`src/rtl/pcm_pkg.sv`:
```
package pcm_pkg;
   typedef enum logic [2:0] {
      ST_NORMAL  = 3'd0,
      ST_ARMED   = 3'd1,
      ST_CUT     = 3'd2,
      ST_WARMUP  = 3'd3,
      ST_RELEASE = 3'd4
   } pcm_state_e;

   localparam int CTL_ARM_BIT = 0;
   localparam int CTL_PWE_BIT = 1;
   localparam int CTL_SEL_LSB = 2;
   localparam int CTL_WIDTH   = 4;
endpackage

```
`src/rtl/pcm_sync.sv`:
```
module pcm_sync #(
   parameter int STAGES = 2
) (
   input  logic clk,
   input  logic rst_n,
   input  logic d_async,
   output logic q_sync
);
   if (STAGES < 2) begin : g_bad_stages
      $error("pcm_sync: STAGES must be at least 2");
   end

   logic [STAGES-1:0] chain;

   always_ff @(posedge clk or negedge rst_n) begin
      if (!rst_n) chain <= '0;
      else        chain <= {chain[STAGES-2:0], d_async};
   end

   assign q_sync = chain[STAGES-1];
endmodule

```
`src/rtl/pcm_seq.sv`:
```
module pcm_seq
   import pcm_pkg::*;
#(
   parameter int WU_BASE = 512
) (
   input  logic                 clk,
   input  logic                 rst_n,
   input  logic                 ctl_we,
   input  logic [CTL_WIDTH-1:0] ctl_wdata,
   input  logic                 req_s,
   input  logic                 wake_clr,
   output logic                 arm_q,
   output logic                 pwe_q,
   output logic [1:0]           sel_q,
   output logic                 err_q,
   output logic                 pend_q,
   output logic                 flag_q,
   output logic                 pwr_en_q,
   output logic                 rst_q,
   output logic                 in_normal,
   output logic                 core_on
);
   localparam int CW = $clog2(WU_BASE) + 4;

   if (WU_BASE < 2 || (WU_BASE & (WU_BASE - 1)) != 0) begin : g_bad_base
      $error("pcm_seq: WU_BASE must be a power of two of at least 2");
   end

   pcm_state_e       state, nxt;
   logic [CW-1:0]    cnt, last;
   logic             wr_arm, wr_pwe;
   logic [1:0]       wr_sel;
   logic             viol, arm_try, arm_go, fld_wr;

   assign wr_arm = ctl_wdata[CTL_ARM_BIT];
   assign wr_pwe = ctl_wdata[CTL_PWE_BIT];
   assign wr_sel = ctl_wdata[CTL_SEL_LSB +: 2];

   assign in_normal = (state == ST_NORMAL);
   assign core_on   = (state == ST_NORMAL) || (state == ST_ARMED);

   assign viol    = ctl_we && in_normal && wr_arm && ((wr_pwe != pwe_q) || (wr_sel != sel_q));
   assign arm_try = ctl_we && in_normal && wr_arm && !viol;
   assign arm_go  = arm_try && !pend_q;
   assign fld_wr  = ctl_we && in_normal && !wr_arm;

   assign last = (CW'(WU_BASE) << sel_q) - CW'(1);

   always_comb begin
      nxt = state;
      unique case (state)
         ST_NORMAL:  if (arm_go) nxt = ST_ARMED;
         ST_ARMED:   nxt = ST_CUT;
         ST_CUT:     if (req_s) nxt = ST_WARMUP;
         ST_WARMUP:  if (cnt == last) nxt = ST_RELEASE;
         ST_RELEASE: nxt = ST_NORMAL;
         default:    nxt = ST_NORMAL;
      endcase
   end

   always_ff @(posedge clk or negedge rst_n) begin
      if (!rst_n) begin
         state    <= ST_NORMAL;
         cnt      <= '0;
         arm_q    <= 1'b0;
         pwe_q    <= 1'b0;
         sel_q    <= 2'd0;
         err_q    <= 1'b0;
         pend_q   <= 1'b0;
         flag_q   <= 1'b0;
         pwr_en_q <= 1'b1;
         rst_q    <= 1'b1;
      end else begin
         state <= nxt;
         cnt   <= (state == ST_WARMUP) ? cnt + CW'(1) : '0;
         rst_q <= (nxt == ST_NORMAL) || (nxt == ST_ARMED);
         if (viol) err_q <= 1'b1;
         if (fld_wr) begin
            pwe_q <= wr_pwe;
            sel_q <= wr_sel;
         end
         if (arm_go) arm_q <= 1'b1;
         else if (state == ST_RELEASE) arm_q <= 1'b0;
         if (state == ST_RELEASE) flag_q <= 1'b1;
         if (req_s) pend_q <= 1'b1;
         else if (wake_clr) pend_q <= 1'b0;
         if (state == ST_ARMED && pwe_q) pwr_en_q <= 1'b0;
         else if (state == ST_WARMUP) pwr_en_q <= 1'b1;
      end
   end

   AST_ERR_NO_CHANGE: assert property (@(posedge clk) disable iff (!rst_n)
      $rose(err_q) |-> ($stable(pwe_q) && $stable(sel_q) && $stable(arm_q)));
   AST_REFUSE_PENDING: assert property (@(posedge clk) disable iff (!rst_n)
      (in_normal && pend_q && ctl_we && wr_arm) |=> (state == ST_NORMAL));
   AST_RESET_HELD_OFF: assert property (@(posedge clk) disable iff (!rst_n)
      (state == ST_CUT || state == ST_WARMUP) |-> !rst_q);
   AST_PWR_ON_NORMAL: assert property (@(posedge clk) disable iff (!rst_n)
      (state == ST_NORMAL) |-> pwr_en_q);
   AST_CNT_BOUND: assert property (@(posedge clk) disable iff (!rst_n)
      (state == ST_WARMUP) |-> (cnt <= last));
   AST_RELEASE_FLAG: assert property (@(posedge clk) disable iff (!rst_n)
      $rose(rst_q) |-> (flag_q && !arm_q));
   AST_FIELDS_FROZEN: assert property (@(posedge clk) disable iff (!rst_n)
      (!in_normal) |=> ($stable(pwe_q) && $stable(sel_q)));
endmodule

```
`src/rtl/pcm_backup.sv`:
```
module pcm_backup #(
   parameter int NREG = 4,
   parameter int RW   = 8
) (
   input  logic                 clk,
   input  logic                 rst_n,
   input  logic                 mask_we,
   input  logic [NREG-1:0]      mask_wdata,
   input  logic                 copy_en,
   input  logic [NREG*RW-1:0]   src,
   output logic [NREG-1:0]      mask_q,
   output logic [NREG-1:0]      done_q,
   output logic [NREG*RW-1:0]   bkp_q
);
   if (NREG < 1 || RW < 1) begin : g_bad_size
      $error("pcm_backup: NREG and RW must be positive");
   end

   logic [NREG-1:0] todo, pick;
   logic            go;

   assign todo = mask_q & ~done_q;
   assign go   = copy_en && !mask_we;

   always_comb begin
      pick = '0;
      for (int i = NREG - 1; i >= 0; i--) begin
         if (todo[i]) pick = NREG'(1) << i;
      end
   end

   always_ff @(posedge clk or negedge rst_n) begin
      if (!rst_n) begin
         mask_q <= '0;
         done_q <= '0;
      end else if (mask_we) begin
         mask_q <= mask_wdata;
         done_q <= done_q & ~mask_wdata;
      end else if (go) begin
         done_q <= done_q | pick;
      end
   end

   for (genvar g = 0; g < NREG; g++) begin : g_store
      always_ff @(posedge clk or negedge rst_n) begin
         if (!rst_n)                bkp_q[g*RW +: RW] <= '0;
         else if (go && pick[g])    bkp_q[g*RW +: RW] <= src[g*RW +: RW];
      end
   end

   AST_ONE_COPY_PER_CYCLE: assert property (@(posedge clk) disable iff (!rst_n)
      $countones(done_q & ~$past(done_q)) <= 1);
   AST_COPY_ONLY_MASKED: assert property (@(posedge clk) disable iff (!rst_n)
      ((done_q & ~$past(done_q) & ~mask_q) == '0));
endmodule

```
`src/rtl/pcm_wake_seq.sv`:
```
module pcm_wake_seq
   import pcm_pkg::*;
#(
   parameter int NREG        = 4,
   parameter int RW          = 8,
   parameter int DW          = 8,
   parameter int WU_BASE     = 512,
   parameter int SYNC_STAGES = 2
) (
   input  logic                 clk,
   input  logic                 rst_n,
   input  logic                 wr_en,
   input  logic                 wr_addr,
   input  logic [DW-1:0]        wr_data,
   input  logic                 wake_req,
   input  logic                 wake_clr,
   input  logic [NREG*RW-1:0]   src_regs,
   output logic                 ctrl_arm,
   output logic                 ctrl_pwe,
   output logic [1:0]           ctrl_wusel,
   output logic                 arm_err,
   output logic                 wake_pend,
   output logic                 wake_flag,
   output logic                 pwr_en,
   output logic                 int_rst_n,
   output logic [NREG-1:0]      bkp_mask,
   output logic [NREG-1:0]      bkp_done,
   output logic [NREG*RW-1:0]   bkp_data
);
   if (DW < CTL_WIDTH || DW < NREG) begin : g_bad_dw
      $error("pcm_wake_seq: DW must cover the control fields and the mask");
   end

   logic req_s, in_normal, core_on;

   pcm_sync #(.STAGES(SYNC_STAGES)) u_sync (
      .clk     (clk),
      .rst_n   (rst_n),
      .d_async (wake_req),
      .q_sync  (req_s)
   );

   pcm_seq #(.WU_BASE(WU_BASE)) u_seq (
      .clk       (clk),
      .rst_n     (rst_n),
      .ctl_we    (wr_en && !wr_addr),
      .ctl_wdata (wr_data[CTL_WIDTH-1:0]),
      .req_s     (req_s),
      .wake_clr  (wake_clr),
      .arm_q     (ctrl_arm),
      .pwe_q     (ctrl_pwe),
      .sel_q     (ctrl_wusel),
      .err_q     (arm_err),
      .pend_q    (wake_pend),
      .flag_q    (wake_flag),
      .pwr_en_q  (pwr_en),
      .rst_q     (int_rst_n),
      .in_normal (in_normal),
      .core_on   (core_on)
   );

   pcm_backup #(.NREG(NREG), .RW(RW)) u_bkp (
      .clk        (clk),
      .rst_n      (rst_n),
      .mask_we    (wr_en && wr_addr && in_normal),
      .mask_wdata (wr_data[NREG-1:0]),
      .copy_en    (core_on),
      .src        (src_regs),
      .mask_q     (bkp_mask),
      .done_q     (bkp_done),
      .bkp_q      (bkp_data)
   );
endmodule

```
`config.mk`:
```
export PLATFORM = sky130hd
export DESIGN_NAME = pcm_wake_seq
export DESIGN_NICKNAME = d
export VERILOG_FILES = /design/src/rtl/pcm_pkg.sv /design/src/rtl/pcm_sync.sv /design/src/rtl/pcm_seq.sv /design/src/rtl/pcm_backup.sv /design/src/rtl/pcm_wake_seq.sv
export SDC_FILE = /design/constraint.sdc
export NUM_CORES = 1
export LEC_CHECK = 0
export BUFFER_PORTS_ARGS = -buffer_cell sky130_fd_sc_hd__buf_2
export CORE_ASPECT_RATIO = 1.2
export CORE_MARGIN = 4
export CORE_UTILIZATION = 25
export CTS_BUF_LIST = sky130_fd_sc_hd__clkbuf_4
export DETAILED_ROUTE_END_ITERATION = 10
export HOLD_SLACK_MARGIN = 0.12
export PLACE_DENSITY = 0.52
export REMOVE_ABC_BUFFERS = 1
export SLEW_MARGIN = 5
export SYNTH_ARGS = -nofsm -noshare
export SYNTH_HDL_FRONTEND = slang
export SYNTH_HIERARCHICAL = 1
export SYNTH_SLANG_ARGS = --single-unit
export TNS_END_PERCENT = 30
```
`constraint.sdc`:
```
create_clock -name clk -period 2.24 [get_ports clk]
set_input_delay 0.448 -clock clk [delete_from_list [all_inputs] [get_ports clk]]
set_output_delay 0.448 -clock clk [all_outputs]
set_load 0.02 [all_outputs]
```
### Yosys cells after proc, flatten, opt, wreduce, memory -nomap -nowiden

Cells that the tools add are included.

* bits in registers: 67
* input bits: 46
* output and inout bits: 49
* logic and storage cells: 79

* $add $sub $neg: 2
* eq/ne operators: 8
* shift-type cells: 1
* multiplexer cells: 17
* bitwise logic cells: 5
* reductions and logical operators: 29

Operators by type and width (count)
* two-way mux 4 bit: 6
* logical AND 1 bit: 15
* adder 13 x 1 -> 13 bit, second input constant: 1
* equality test 13 bit: 1
* two-way mux 13 bit: 1
* << shifter 10 x 2 -> 13 bit, first input constant: 1
* subtractor 13 x 2 -> 13 bit, second input constant: 1
* case mux 3 bit (4 select lines): 1
* two-way mux 3 bit: 3
* AND 4 bit: 2
* NOT 4 bit: 2
* nonzero test 2 bit: 4
* equality test 3 x 1 -> 1 bit, second input constant: 2
* equality test 3 x 2 -> 1 bit, second input constant: 2
* logical NOT 3 bit: 2
* two-way mux 1 bit: 6
* logical NOT 1 bit: 5
* bitwise OR 4 bit: 1
* equality test 3 bit, second input constant: 1
* logical OR 1 bit: 3
* inequality test 2 bit: 1
* inequality test 1 bit: 1

### Longest topological paths before layout

Gate-level depths: netlist of the first run.

* depth after elaboration: 12
* gate-level depth with buffers: 7
* mapped depth without buffers: 6

### Cells and area by module

The synthesis of the first run kept the hierarchy.

Modules (own cells, without submodules)
* pcm_backup: instances 1, cells an instance 98, area an instance 1561.5 um2, seq. area each 1001.0 um2
* pcm_seq: instances 1, cells an instance 108, area an instance 1177.4 um2, seq. area each 628.1 um2
* pcm_sync: instances 1, cells an instance 2, area an instance 50.0 um2, seq. area each 50.0 um2
* pcm_wake_seq: instances 1, cells an instance 2, area an instance 16.3 um2, seq. area each 0.0 um2

### Worst setup path after synthesis of the first run

OpenSTA, ideal clock, no wires.

* kind: reg-to-reg
* start point: register u_seq.state[0]
* end point: register u_bkp.bkp_q[24]
* arrival: 1907 ps
* required time: 2115 ps
* setup slack: 209 ps
* stages on the path, launching flop included: 8
* clock period less this slack: 2031 ps
* cells stage by stage: dfrtp_1 -> nor3_4 -> and3_2 -> buf_6 -> nor2b_4 -> o211ai_4 -> a2111oi_4 -> mux2_2

* word-level cells in the longest chain between the ends: 5
* elaborated cells on any way between the ends: 7
* those cells by class: 1 x eq/ne; 6 x reduce/logical

RTL lines
* start: declaration: RTL line pcm_seq.sv:29 `pcm_state_e state, nxt;`
* start signal: assignment: RTL line pcm_seq.sv:74 `state <= nxt;`
* logical NOT 3 bit *: RTL line pcm_seq.sv:39 `assign in_normal = (state == ST_NORMAL);`
* named net in_normal: RTL line pcm_wake_seq.sv:34 `logic req_s, in_normal, core_on;`
* logical AND 1 bit: RTL line pcm_wake_seq.sv:65 `.mask_we (wr_en && wr_addr && in_normal),`
* logical NOT 1 bit: RTL line pcm_backup.sv:23 `assign go = copy_en && !mask_we;`
* logical AND 1 bit *: RTL line pcm_backup.sv:23
* logical AND 1 bit *: RTL line pcm_backup.sv:47 `else if (go && pick[g]) bkp_q[g*RW +: RW] <= src[g*RW +: RW];`
* end signal: indexed assignment: RTL line pcm_backup.sv:47
* end: declaration: RTL line pcm_backup.sv:13 `output logic [NREG*RW-1:0] bkp_q`

Mark *: on every way through the listed nets, which the timed path passes. The rest lies on a longest branch.
A chain may end at the register's enable or synchronous reset.

### Worst setup path after layout of the first run

* start point: register u_seq.state[2]
* end point: register u_bkp.bkp_q[27]

The elaborated chain is that of the path after synthesis.

==> run summary, run 1 <==
The run finished with clean final reports. In this run, post-CTS repair resized a total of 0 instances. The clock tree buffer depth was 2. The tools report the initial core utilization as 0.255. Fraction of registers with async set/reset: 1.00.

For this run, the slowest stage of the critical path takes 500 ps. The startpoint of the lowest-slack register-to-register path is u_seq/state[2]$_DFF_PN0_. The number of placed instances, taps included, is 435. Clock-pin slew was measured on the worst setup and hold paths at 130 ps. A synthesized cell averages 13.4 sq um. The first global-routing pass estimated 10200 um of wire. For the count of standard-cell rows, the log shows 42. The most used flip-flop cell after synthesis is sky130_fd_sc_hd__dfrtp_1. Setup violations remaining at the end of the flow were counted as 0.

Via-per-instance ratio: 4.30. The tools report the worst flop-to-flop path endpoint as u_bkp/bkp_q[27]$_DFFE_PN0P_. The tools report the number of global-route vias before repair as 2059. The proportion of layout cells with a drive suffix above 1 was 0.508.

Along the worst path, the maximum fanout reaches 9. The tools report the part of the Yosys area used for sequential elements as 0.599. Root buffer cell: sky130_fd_sc_hd__clkbuf_4. The insertion delay of the later-clocked pin in the worst-skew pair was 430 ps.

Final wirelength: 6250 um. For the number of failing hold endpoints at the final stage, the log shows 0. Along the worst hold path, the cell count comes to 2. On the final layout, the worst hold slack is 252 ps. The cell area that synthesis handed to floorplanning was 0.00281 sq mm. Before antenna repair, the detailed router went through 4 iterations. For the number of instances in the synthesized netlist, the log shows 210.

Worst-case hold path end point: u_bkp/bkp_q[28]$_DFFE_PN0P_. The total buffers and inverters traversed by the critical path was 1. Summing all placed instances gives a cell area of 0.00346 sq mm. The detailed router finished its first iteration with 44 violations. Entering global routing, the biggest net connects 45 pins.

The total congestion overflow after global routing is 0. The run gives 0.329 as the utilization after layout. The worst setup path is captured at a register.

For this design the ratio of total power to cell area is 666 mW/mm^2. After detailed routing, the average wire length per cell comes to 13.8 um. The logs give 1947 for the overall via count from detail_route and 3 for the maximum level of the CTS H-tree.

The setup check on the worst reg-to-reg path leaves a slack of 190 ps. For the total negative slack for setup checks, the log shows 0 ps. The worst hold path startpoint is src_regs[28].

The tightest min-delay check is of the in2reg type. The design area was 0.00361 sq mm; the total half-perimeter wirelength after legalization and detailed placement was 4660 um. Setup repair after global routing left no endpoint under its margin. The logic depth of the worst register-to-register path came out at 7. The share of the cycle needed by the critical path after routing is 0.916.

The height of the chip is 124 um, and the setup skew after layout is 19.7 ps. The max-slew violation count is 0, and the leakage power of the design is 0.00184 uW. The startpoint class of the critical path is a register. For the count of unresolved DRC violations after routing, the log shows 0. The signal on the critical path passes through nor3_4 > and3_2 > nor2b_4 > o211ai_4 > a2111oi_4 > buf_4 > mux2_2. Data arrives at the worst endpoint at 2370 ps. In this run, CTS created clock tree buffers numbering 9.

The tools report the number of non-filler instances in the completed layout as 453. Slowest cell on the critical path: sky130_fd_sc_hd__dfrtp_1. By startpoint and endpoint, the worst setup path is classified as reg2reg. The count of input and output buffers is 90, and the final critical-path required period is 2050 ps. The tools report the all-layer global routing usage as 0.102.

The worst-case IR drop observed on VDD is 224 uV. The run gives 0.736 as the routability congestion estimate. For the worst setup path, the data required time is 2560 ps. The highest clock rate was 0.487 GHz.

For this design the top-level I/O count stands at 95. The floorplan step defined a die boundary enclosing 0.0130 sq mm. The net count of the finished layout is 363. The area growth from synthesis to layout is 28.8%. The number of synthesized flops with an enable pin is 0, and the number of antenna-violating nets in the routed design is 0. At the pin with the least slew margin, the transition time is 620 ps. Yosys printed 6 warnings. The number of antenna diodes in the final layout is 0. The remaining max-slew budget at the tightest pin was 0.586.

The library cells used most frequently in the layout, excluding fill and tap cells, are sky130_fd_sc_hd__buf_2 (90), sky130_fd_sc_hd__dfrtp_1 (65), sky130_fd_sc_hd__mux2_2 (36), sky130_fd_sc_hd__nor2_1 (19), sky130_fd_sc_hd__nand2_1 (15). The tools report the floorplan core area as 0.0110 sq mm. The run gives 0 as the number of antenna violations at the first check in global routing. The leading cell type in the layout, fill and taps excluded is sky130_fd_sc_hd__buf_2. The kind of cell with the highest combined delay along the critical path is simple AND/OR/NAND/NOR gates. The total of max-cap violations is 0. The total of flip-flops plus latches after synthesis works out to 67. TritonCTS built the clock tree. The number of distinct library cells after synthesis is 39.

From left edge to right edge, the die measures 105 um. The number of clock sinks was 67.
-- per-stage QoR --
stage               total power, uW  setup WS [ps]
global route                   2560           47.7
floorplan                      1520            262
finish                         2410            188
global placement               1620            223
detailed placement             1630            194
CTS                            2470            176
-- timing repair --
item / in CTS / in global routing
endpoints found under the hold margin: 22 / 0
endpoints found under the setup margin: 0 / 0
buffers inserted: 0 / 0
hold buffers: 2 / 0
-- synth_stat cells (all sizes together), types with 3 or more instances --
master,number,share of area
a21o,4,0.011
nand4,6,0.019
nor3,5,0.017
inv,8,0.011
o21ai,5,0.0089
dfrtp,65,0.58
xor2,8,0.025
nand3,4,0.0071
xnor2,6,0.019
nor2,19,0.025
a21oi,3,0.0054
nand2,15,0.020
mux2,36,0.14
-- per-layer routing --
| layer | global-route usage | share of wire | vias to the layer above |
|---|---|---|---|
| met3 | 0.0342 | 0.055 | 9 |
| li1 | - | - | 938 |
| met4 | 0.0492 | 0.018 | 0 |
| met1 | 0.118 | 0.41 | 956 |
| met2 | 0.171 | 0.52 | 44 |
| met5 | 0 | 0 | - |
-- worst max-delay path by stage --
stage,startpoint,end,depth (start not counted)
after floorplan,u_seq/state[0]$_DFF_PN0_,u_bkp/bkp_q[24]$_DFFE_PN0P_,6
after global placement,wr_addr,u_bkp/bkp_q[27]$_DFFE_PN0P_,7
after detailed placement,u_seq/state[2]$_DFF_PN0_,u_bkp/bkp_q[27]$_DFFE_PN0P_,7
after CTS,u_seq/state[2]$_DFF_PN0_,u_bkp/bkp_q[27]$_DFFE_PN0P_,7
after global routing,u_seq/state[2]$_DFF_PN0_,u_bkp/bkp_q[28]$_DFFE_PN0P_,7
final,u_seq/state[2]$_DFF_PN0_,u_bkp/bkp_q[27]$_DFFE_PN0P_,7
-- area by class of cell --
type | instances | area [sq um]
well taps | 132 | 165
fillers | 1137 | 7370
inverters | 8 | 30.0
repair buffers | 98 | 528
flip-flops and latches | 67 | 1680
clock buffers | 9 | 67.6
clock inverters | 7 | 67.6
multi-input cells | 132 | 1080
-- power by group --
group | internal (uW) | total, uW | switching [uW]
registers | 1280 | 1370 | 89.8
clock network | 336 | 800 | 465
logic | 115 | 236 | 121
-- cells by family after synthesis --
kind of cell | after synthesis | synth area share
buffers and inverters | 11 | 0.0178
flip-flops | 67 | 0.599
AO/OA/AOI/OAI | 18 | 0.0624
multiplexers | 36 | 0.145
XOR/XNOR | 14 | 0.0437
AND/OR/NAND/NOR | 63 | 0.128
adder cells (fa/ha/maj) | 1 | 0.00446
-- state kept, by name (all words and copies together), names as in the netlist, 2 cells and up --
name	count
u_bkp/bkp_q	32
u_bkp/done_q	4
u_bkp/mask_q	4
u_seq/cnt	13
u_seq/sel_q	2
u_seq/state	3
u_sync/chain	2
No activity file was read; power rests on OpenSTA's default activity.
==> run 2: changes to the inputs <==
- BUFFER_PORTS_ARGS: -buffer_cell sky130_fd_sc_hd__buf_2 -> unset
- DONT_BUFFER_PORTS: unset -> 1
- PLACE_DENSITY: 0.52 -> 0.45
==> run 2 against run 1 <==
  * Core utilization down 3.9 points
  * Final cell count down 19%
  * Sequential power about the same
  * Clock skew down 3.2 ps
  * Clock power down 3.9%
  * Largest cell class unchanged
  * Flip-flop and latch count unchanged
  * Critical endpoint is now u_bkp/bkp_q[25]$_DFFE_PN0P_
  * Maximum frequency up 4.5%
  * Sequential share of layout area up 6.3 points
  * Count of clock-buffer cells in the layout up 2
  * Design area down 12%
  * Die area unchanged
  * Via count down 13%
==> run summary, run 2 (same netlist as run 1, synthesis figures left out) <==
The run finished with clean final reports. Routability congestion estimate: 0.706 (was 0.736). Startpoint class of the critical path: a register (unchanged).

For the number of antenna violations at the first check in global routing, the log shows 1 (was 0). The run gives 0.551 (was 0.586) as the remaining max-slew budget at the tightest pin. The number of clock sinks is 67 (unchanged).

TritonCTS built the clock tree. The total half-perimeter wirelength after legalization and detailed placement came out at 4330 um (was 4660 um). The initial detailed-routing violation count is 43 (was 44), and the power per standard cell area is 734 mW/mm^2 (was 666 mW/mm^2). The net load switching power is 616 uW (was 676 uW), and the height of the chip is 124 um (unchanged). The run gives 4 (unchanged) as the number of iterations in the first detailed-routing pass. The run gives 95 (unchanged) as the top-level port count. The arrival time of data at the critical path endpoint is 2260 ps (was 2370 ps), and the overall via count from detail_route is 1687 (was 1947). Setup repair after global routing left no endpoint under its margin.

Register ranked first by flip-flop count: u_bkp/bkp_q (unchanged). The transition time of the tightest slew-check pin came out at 671 ps (was 620 ps). The tools report the critical path capture point type as a register (unchanged).

The wire length of the first global-routing pass came out at 9980 um (was 10200 um). For the highest ir drop seen on vdd, the log shows 244 uV (was 224 uV). The root buffer cell is sky130_fd_sc_hd__clkbuf_4 (unchanged). The highest clock rate was 0.509 GHz (was 0.487 GHz). The maximum number of pins on one net before global-route repair was 68 (was 45). The kind of critical path is reg2reg (unchanged).

The run gives 0 (unchanged) as the number of buffers inserted by post-CTS setup repair. The logs give 0.102 (about the same) for the all-layer global routing usage and 1812 (was 2059) for the number of global-route vias before repair. Synthesis-to-layout area growth: 13.4% (was 28.8%). The slowest cell on the critical path is sky130_fd_sc_hd__dfrtp_1 (unchanged). The leakage power of the design is 0.00145 uW (was 0.00184 uW), and the clock tree buffer depth is 2 (unchanged). The clock slew at the register clock pins of the worst setup and hold paths works out to 120 ps (was 130 ps). The largest stage delay on the critical path was 490 ps (was 500 ps). The final routed wire length divided by cell count is 16.7 um (was 13.8 um). Total congestion overflow after global routing: 0 (unchanged). Cell breakdown of the critical path: nor3_4 > and3_2 > nor2b_4 > o211ai_4 > a2111oi_4 > buf_4 > mux2_2 (unchanged).

Setup skew after layout: 16.5 ps (was 19.7 ps). The tools report the number of endpoints failing setup at the final stage as 0 (unchanged). The total of max-cap violations came out at 0 (unchanged). Leading cell types in the layout, fill and taps excluded: sky130_fd_sc_hd__dfrtp_1 (65), sky130_fd_sc_hd__mux2_2 (36), sky130_fd_sc_hd__nor2_1 (19), sky130_fd_sc_hd__nand2_1 (15), sky130_fd_sc_hd__clkbuf_4 (11) (was sky130_fd_sc_hd__buf_2 (90), sky130_fd_sc_hd__dfrtp_1 (65), sky130_fd_sc_hd__mux2_2 (36), sky130_fd_sc_hd__nor2_1 (19), sky130_fd_sc_hd__nand2_1 (15)). The count of hold buffers inserted by post-cts repair is 4 (was 2), and the share of the cycle needed by the critical path after routing is 0.876 (was 0.916).

The part of the power in the clock network was 0.330 (was 0.333); the count of input and output buffers was 0 (was 90). The run gives 0.078 (was 0.098) as the logic gate share of total power. The number of failing hold endpoints at the final stage is 0 (unchanged), and the total CTS buffers is 9 (unchanged).

The floorplan core area is 0.0110 sq mm (unchanged), and the max-slew violation count is 0 (unchanged). The full die area was 0.0130 sq mm (unchanged). The proportion of layout cells with a drive suffix above 1 is 0.310 (was 0.508).

The logs give 267 ps (was 194 ps) for the worst slack at placement and 0 ps (unchanged) for the total negative slack for setup checks. The count of cells resized by post-cts repair was 0 (unchanged); the count of standard-cell rows was 42 (unchanged). The insertion delay of the later-clocked pin in the worst-skew pair is 410 ps (was 430 ps), and the final layout net count is 275 (was 363).

Number of antenna-violating nets in the routed design: 0 (unchanged). For the sequential share of power, the log shows 0.592 (was 0.569). The via-per-instance ratio was 4.62 (was 4.30). Biggest registers after layout: u_bkp/bkp_q x32, u_seq/cnt x13 (unchanged). The maximum fanout count along the critical path is 9 (unchanged), and the endpoint required time on the critical path is 2540 ps (was 2560 ps).

The maximum level of the CTS H-tree is 3 (unchanged), and the switching fraction of total power is 0.264 (was 0.281). The final setup slack of the worst path was 277 ps (was 188 ps); the power after layout was 2330 uW (was 2410 uW). The internal cell power was 1720 uW (was 1730 uW).

Worst hold-check path type: in2reg (unchanged). The flip-flop count of the largest register after layout was 32 (unchanged); the initial core utilization was 0.255 (unchanged). Horizontal die dimension: 105 um (unchanged). The final critical-path required period works out to 1960 ps (was 2050 ps). The tools report the final wirelength as 6080 um (was 6250 um).

The cell family contributing the most delay on the critical path is flip-flops (was simple AND/OR/NAND/NOR gates). The total buffers and inverters traversed by the critical path works out to 1 (unchanged). The leading cell type in the layout, fill and taps excluded was sky130_fd_sc_hd__dfrtp_1 (was sky130_fd_sc_hd__buf_2). For the count of unresolved DRC violations after routing, the log shows 0 (unchanged).
==> run 2: final cells by class <==
| class | count | area (sq um) |
|---|---|---|
| Fill cell | 1108 | 7800 |
| Sequential cell | 67 | 1680 |
| Multi-Input combinational cell | 132 | 1080 |
| Tap cell | 132 | 165 |
| Timing Repair Buffer | 10 | 103 |
| Clock buffer | 11 | 82.6 |
| Clock inverter | 4 | 42.5 |
| Inverter | 8 | 30.0 |
| Antenna cell | 1 | 2.50 |
==> run 2: per-stage QoR <==
step	hold slack (ps)	cell area (sq um)	std cells	utilization
finish	173	3180	365	0.290
global route	124	3180	365	0.290
CTS	126	3180	364	0.289
detailed placement	154	3000	345	0.273
global placement	154	3000	345	0.273
floorplan	152	2790	207	-
==> run 2: worst register-to-register path: stages (launching register included) <==
cell	delay, ps
sky130_fd_sc_hd__dfrtp_1	490
sky130_fd_sc_hd__nor3_4	80
sky130_fd_sc_hd__and3_2	240
sky130_fd_sc_hd__nor2b_4	170
sky130_fd_sc_hd__o211ai_4	110
sky130_fd_sc_hd__a2111oi_4	190
sky130_fd_sc_hd__buf_4	230
sky130_fd_sc_hd__mux2_2	350
==> run 2: routing by layer <==
layer,GRT usage,wire length [um],vias to the layer above
met5,0,0,-
met4,0.0558,140,0
met3,0.0451,408,12
met2,0.162,3090,45
met1,0.117,2440,865
li1,-,-,765
==> run 2: path summary, 6_finish.rpt <==
kind,startpoint,to,slack [ps],depth (start not counted)
max,u_seq/state[2]$_DFF_PN0_,u_bkp/bkp_q[25]$_DFFE_PN0P_,280,7
min,wr_data[2],u_bkp/mask_q[2]$_DFFE_PN0P_,170,2
max reg2reg,u_seq/state[2]$_DFF_PN0_,u_bkp/bkp_q[25]$_DFFE_PN0P_,280,7
min reg2reg,u_sync/chain[0]$_DFF_PN0_,u_sync/chain[1]$_DFF_PN0_,360,0
max in group asynchronous,rst_n,u_seq/pwr_en_q$_DFFE_PN1P_,1340,2
min in group asynchronous,rst_n,u_bkp/mask_q[2]$_DFFE_PN0P_,580,2
==> run 2: power groups by stage <==
stage          sequential [uW]  clock, uW  combinational (uW)
2_1_floorplan             1380          0                 131
3_3_place_gp              1400          0                 146
3_5_place_dp              1410          0                 150
4_1_cts                   1380        825                 189
5_1_grt                   1400        881                 213
6_report                  1380        769                 183
==> run 3: changes to the inputs <==
- CORE_ASPECT_RATIO: 1.2 -> unset
==> run 3 against run 2 <==
  * Core utilization grew 0.16 points
  * Critical path type unchanged
  * Total power shrank 4.9%
  * Largest cell class unchanged
  * Count of clock-buffer cells in the layout grew 1
  * Combinational power is essentially flat
  * Non-clock buffer count is the same
  * Global-route usage shrank 0.70 points
  * Setup slack lost 40 ps
  * Critical endpoint is now u_bkp/bkp_q[29]$_DFFE_PN0P_
==> run summary, run 3 (same netlist as run 1, synthesis figures left out) <==
For the initial detailed-routing violation count, the log shows 94 (was 43). Cell breakdown of the critical path: nor3_4 > and3_2 > nor2b_4 > o211ai_4 > a2111oi_4 > buf_4 > mux2_2 (unchanged). The arrival time of data at the critical path endpoint is 2290 ps (was 2260 ps), and the synthesis-to-layout area growth is 13.0% (was 13.4%). The root buffer cell is sky130_fd_sc_hd__clkbuf_4 (unchanged).

The largest stage delay on the critical path was 500 ps (was 490 ps). The number of global-route vias before repair is 1785 (was 1812), and the height of the chip is 114 um (was 124 um). Transition time of the tightest slew-check pin: 625 ps (was 671 ps). The net load switching power is 597 uW (was 616 uW), and the cell count after placement is 353 (was 345). The part of the power in the clock network came out at 0.297 (was 0.330). Via-per-instance ratio: 4.41 (was 4.62). The logs give 68 (unchanged) for the maximum number of pins on one net before global-route repair and 9540 um (was 9980 um) for the wire length of the first global-routing pass.

Count of unresolved DRC violations after routing: 0 (unchanged). The count of cells along the worst hold path was 2 (unchanged); the insertion delay of the later-clocked pin in the worst-skew pair was 410 ps (about the same). The tools report the maximum level of the CTS H-tree as 3 (unchanged). The critical path capture point type is a register (unchanged). The proportion of layout cells with a drive suffix above 1 was 0.313 (was 0.310). The run gives 5760 um (was 6080 um) as the final wirelength.

Setup repair after global routing left no endpoint under its margin. The run finished with clean final reports. Kind of critical path: reg2reg (unchanged). The count of cells resized by post-cts repair was 0 (unchanged). Count of inserted antenna diode cells: 0 (was 1). The leading cell type in the layout, fill and taps excluded was sky130_fd_sc_hd__dfrtp_1 (unchanged). The run gives 275 (unchanged) as the final layout net count. The number of buffers inserted by post-CTS setup repair was 0 (unchanged); the count of input and output buffers was 0 (unchanged). Number of iterations in the first detailed-routing pass: 5 (was 4). The number of fill cells is 1147 (was 1108), and the all-layer global routing usage is 0.0951 (was 0.102). The final routed wire length divided by cell count is 15.5 um (was 16.7 um), and the number of failing hold endpoints at the final stage is 0 (unchanged).

The initial core utilization was 0.258 (was 0.255); the switching fraction of total power was 0.269 (was 0.264). The logs give 240 ps (was 280 ps) for the register-to-register path setup slack and 2 (unchanged) for the clock tree buffer depth. The worst hold-check path type is in2reg (unchanged).

The tools report the startpoint class of the critical path as a register (unchanged). Endpoint required time on the critical path: 2530 ps (was 2540 ps). The logs give 0 (unchanged) for the number of antenna-violating nets in the routed design and 0 (unchanged) for the number of endpoints failing setup at the final stage.

Slowest cell on the critical path: sky130_fd_sc_hd__dfrtp_1 (unchanged). The highest clock rate was 0.499 GHz (was 0.509 GHz); the final critical-path required period was 2000 ps (was 1960 ps). For the setup skew after layout, the log shows 14.0 ps (was 16.5 ps). The logs give 0 (unchanged) for the max-slew violation count and 2220 uW (was 2330 uW) for the power after layout. Maximum fanout count along the critical path: 9 (unchanged). The number of clock sinks is 67 (unchanged), and the share of the cycle needed by the critical path after routing is 0.894 (was 0.876). The highest ir drop seen on vdd came out at 378 uV (was 244 uV). The worst hold path startpoint is wr_data[2] (unchanged).

The clock slew at the register clock pins of the worst setup and hold paths was 110 ps (was 120 ps). Startpoint of the lowest-slack register-to-register path: u_seq/state[0]$_DFF_PN0_ (was u_seq/state[2]$_DFF_PN0_). For the total half-perimeter wirelength after legalization and detailed placement, the log shows 4080 um (was 4330 um). The cell family contributing the most delay on the critical path is flip-flops (unchanged). Total CTS buffers: 9 (unchanged).

Worst-case hold path end point: u_bkp/mask_q[2]$_DFFE_PN0P_ (unchanged). TritonCTS built the clock tree. For the sequential share of power, the log shows 0.622 (was 0.592).

The logic depth of the worst register-to-register path was 7 (unchanged); the power per standard cell area was 700 mW/mm^2 (was 734 mW/mm^2). Leading cell types in the layout, fill and taps excluded: sky130_fd_sc_hd__dfrtp_1 (65), sky130_fd_sc_hd__mux2_2 (36), sky130_fd_sc_hd__nor2_1 (19), sky130_fd_sc_hd__nand2_1 (15), sky130_fd_sc_hd__clkbuf_4 (12) (was sky130_fd_sc_hd__dfrtp_1 (65), sky130_fd_sc_hd__mux2_2 (36), sky130_fd_sc_hd__nor2_1 (19), sky130_fd_sc_hd__nand2_1 (15), sky130_fd_sc_hd__clkbuf_4 (11)). The run gives 95 (unchanged) as the top-level port count. The flip-flop count of the largest register after layout is 32 (unchanged), and the logic gate share of total power is 0.081 (was 0.078). Horizontal die dimension: 114 um (was 105 um). The utilization after layout came out at 0.291 (was 0.290). The register ranked first by flip-flop count is u_bkp/bkp_q (unchanged).

Biggest registers after layout: u_bkp/bkp_q x32, u_seq/cnt x13 (unchanged). The total buffers and inverters traversed by the critical path came out at 1 (unchanged). The tools report the total negative slack for setup checks as 0 ps (unchanged).

The routability congestion estimate was 0.685 (was 0.706). The logs give 0 (unchanged) for the total of max-cap violations and 1620 uW (was 1720 uW) for the internal cell power. The floorplan core area was 0.0109 sq mm (was 0.0110 sq mm).

The number of non-filler instances in the completed layout is 373 (was 365). The count of standard-cell rows is 38 (was 42), and the total congestion overflow after global routing is 0 (unchanged). The tools report the full die area as 0.0130 sq mm (about the same). The worst flop-to-flop path endpoint is u_bkp/bkp_q[29]$_DFFE_PN0P_ (was u_bkp/bkp_q[25]$_DFFE_PN0P_).

The number of antenna violations at the first check in global routing came out at 0 (was 1). The worst setup path startpoint was u_seq/state[0]$_DFF_PN0_ (was u_seq/state[2]$_DFF_PN0_). The remaining max-slew budget at the tightest pin was 0.582 (was 0.551). The leakage power of the design came out at 0.00145 uW (about the same). Overall via count from detail_route: 1645 (was 1687).
-- run 3: worst reg2reg max path, cell delays in order (launching register included) --
cell and delay (ps):
sky130_fd_sc_hd__dfrtp_1 500, sky130_fd_sc_hd__nor3_4 80, sky130_fd_sc_hd__and3_2 240, sky130_fd_sc_hd__nor2b_4 170
sky130_fd_sc_hd__o211ai_4 120, sky130_fd_sc_hd__a2111oi_4 200, sky130_fd_sc_hd__buf_4 230, sky130_fd_sc_hd__mux2_2 350
-- run 3: per-stage QoR --
stage | area [sq um] | worst slack [ps] | hold WS, ps
2_1_floorplan | 2790 | 262 | 152
3_3_place_gp | 3010 | 279 | 154
3_5_place_dp | 3010 | 242 | 154
4_1_cts | 3170 | 210 | 137
5_1_grt | 3170 | 108 | 122
6_report | 3170 | 237 | 178
-- run 3: power by group through the flow --
stage | Combinational (uW) | Clock [uW] | Sequential (uW)
after CTS | 187 | 711 | 1380
after detailed placement | 149 | 0 | 1400
after global placement | 147 | 0 | 1400
after global routing | 217 | 771 | 1390
after floorplan | 131 | 0 | 1380
final | 180 | 659 | 1380
-- run 3: what timing repair did --
item,in CTS,in global routing
setup endpoints to repair,0,0
hold buffers,4,0
endpoints found under the hold margin,69,0
-- run 3: cell type report --
| type | instances | area, sq um | share of cell area |
|---|---|---|---|
| Sequential cell | 67 | 1680 | 0.530 |
| Inverter | 8 | 30.0 | 0.00947 |
| Clock buffer | 12 | 90.1 | 0.0284 |
| Timing Repair Buffer | 10 | 103 | 0.0324 |
| Clock inverter | 4 | 17.5 | 0.00552 |
| Multi-Input combinational cell | 132 | 1080 | 0.339 |
| Tap cell | 140 | 175 | 0.0552 |
-- run 3: worst max-delay path by stage --
stage,cells past startpoint,endpoint
after floorplan,6,u_bkp/bkp_q[24]$_DFFE_PN0P_
after global placement,7,u_bkp/bkp_q[31]$_DFFE_PN0P_
after detailed placement,7,u_bkp/bkp_q[28]$_DFFE_PN0P_
after CTS,7,u_bkp/bkp_q[29]$_DFFE_PN0P_
after global routing,7,u_bkp/bkp_q[31]$_DFFE_PN0P_
final,7,u_bkp/bkp_q[29]$_DFFE_PN0P_
-- run 3: per-layer routing --
metal,track usage,vias to the layer above,part of all wire
li1,-,765,-
met1,0.114,809,0.42
met2,0.146,65,0.48
met3,0.0467,6,0.088
met4,0.0380,0,0.0099
met5,0,-,0
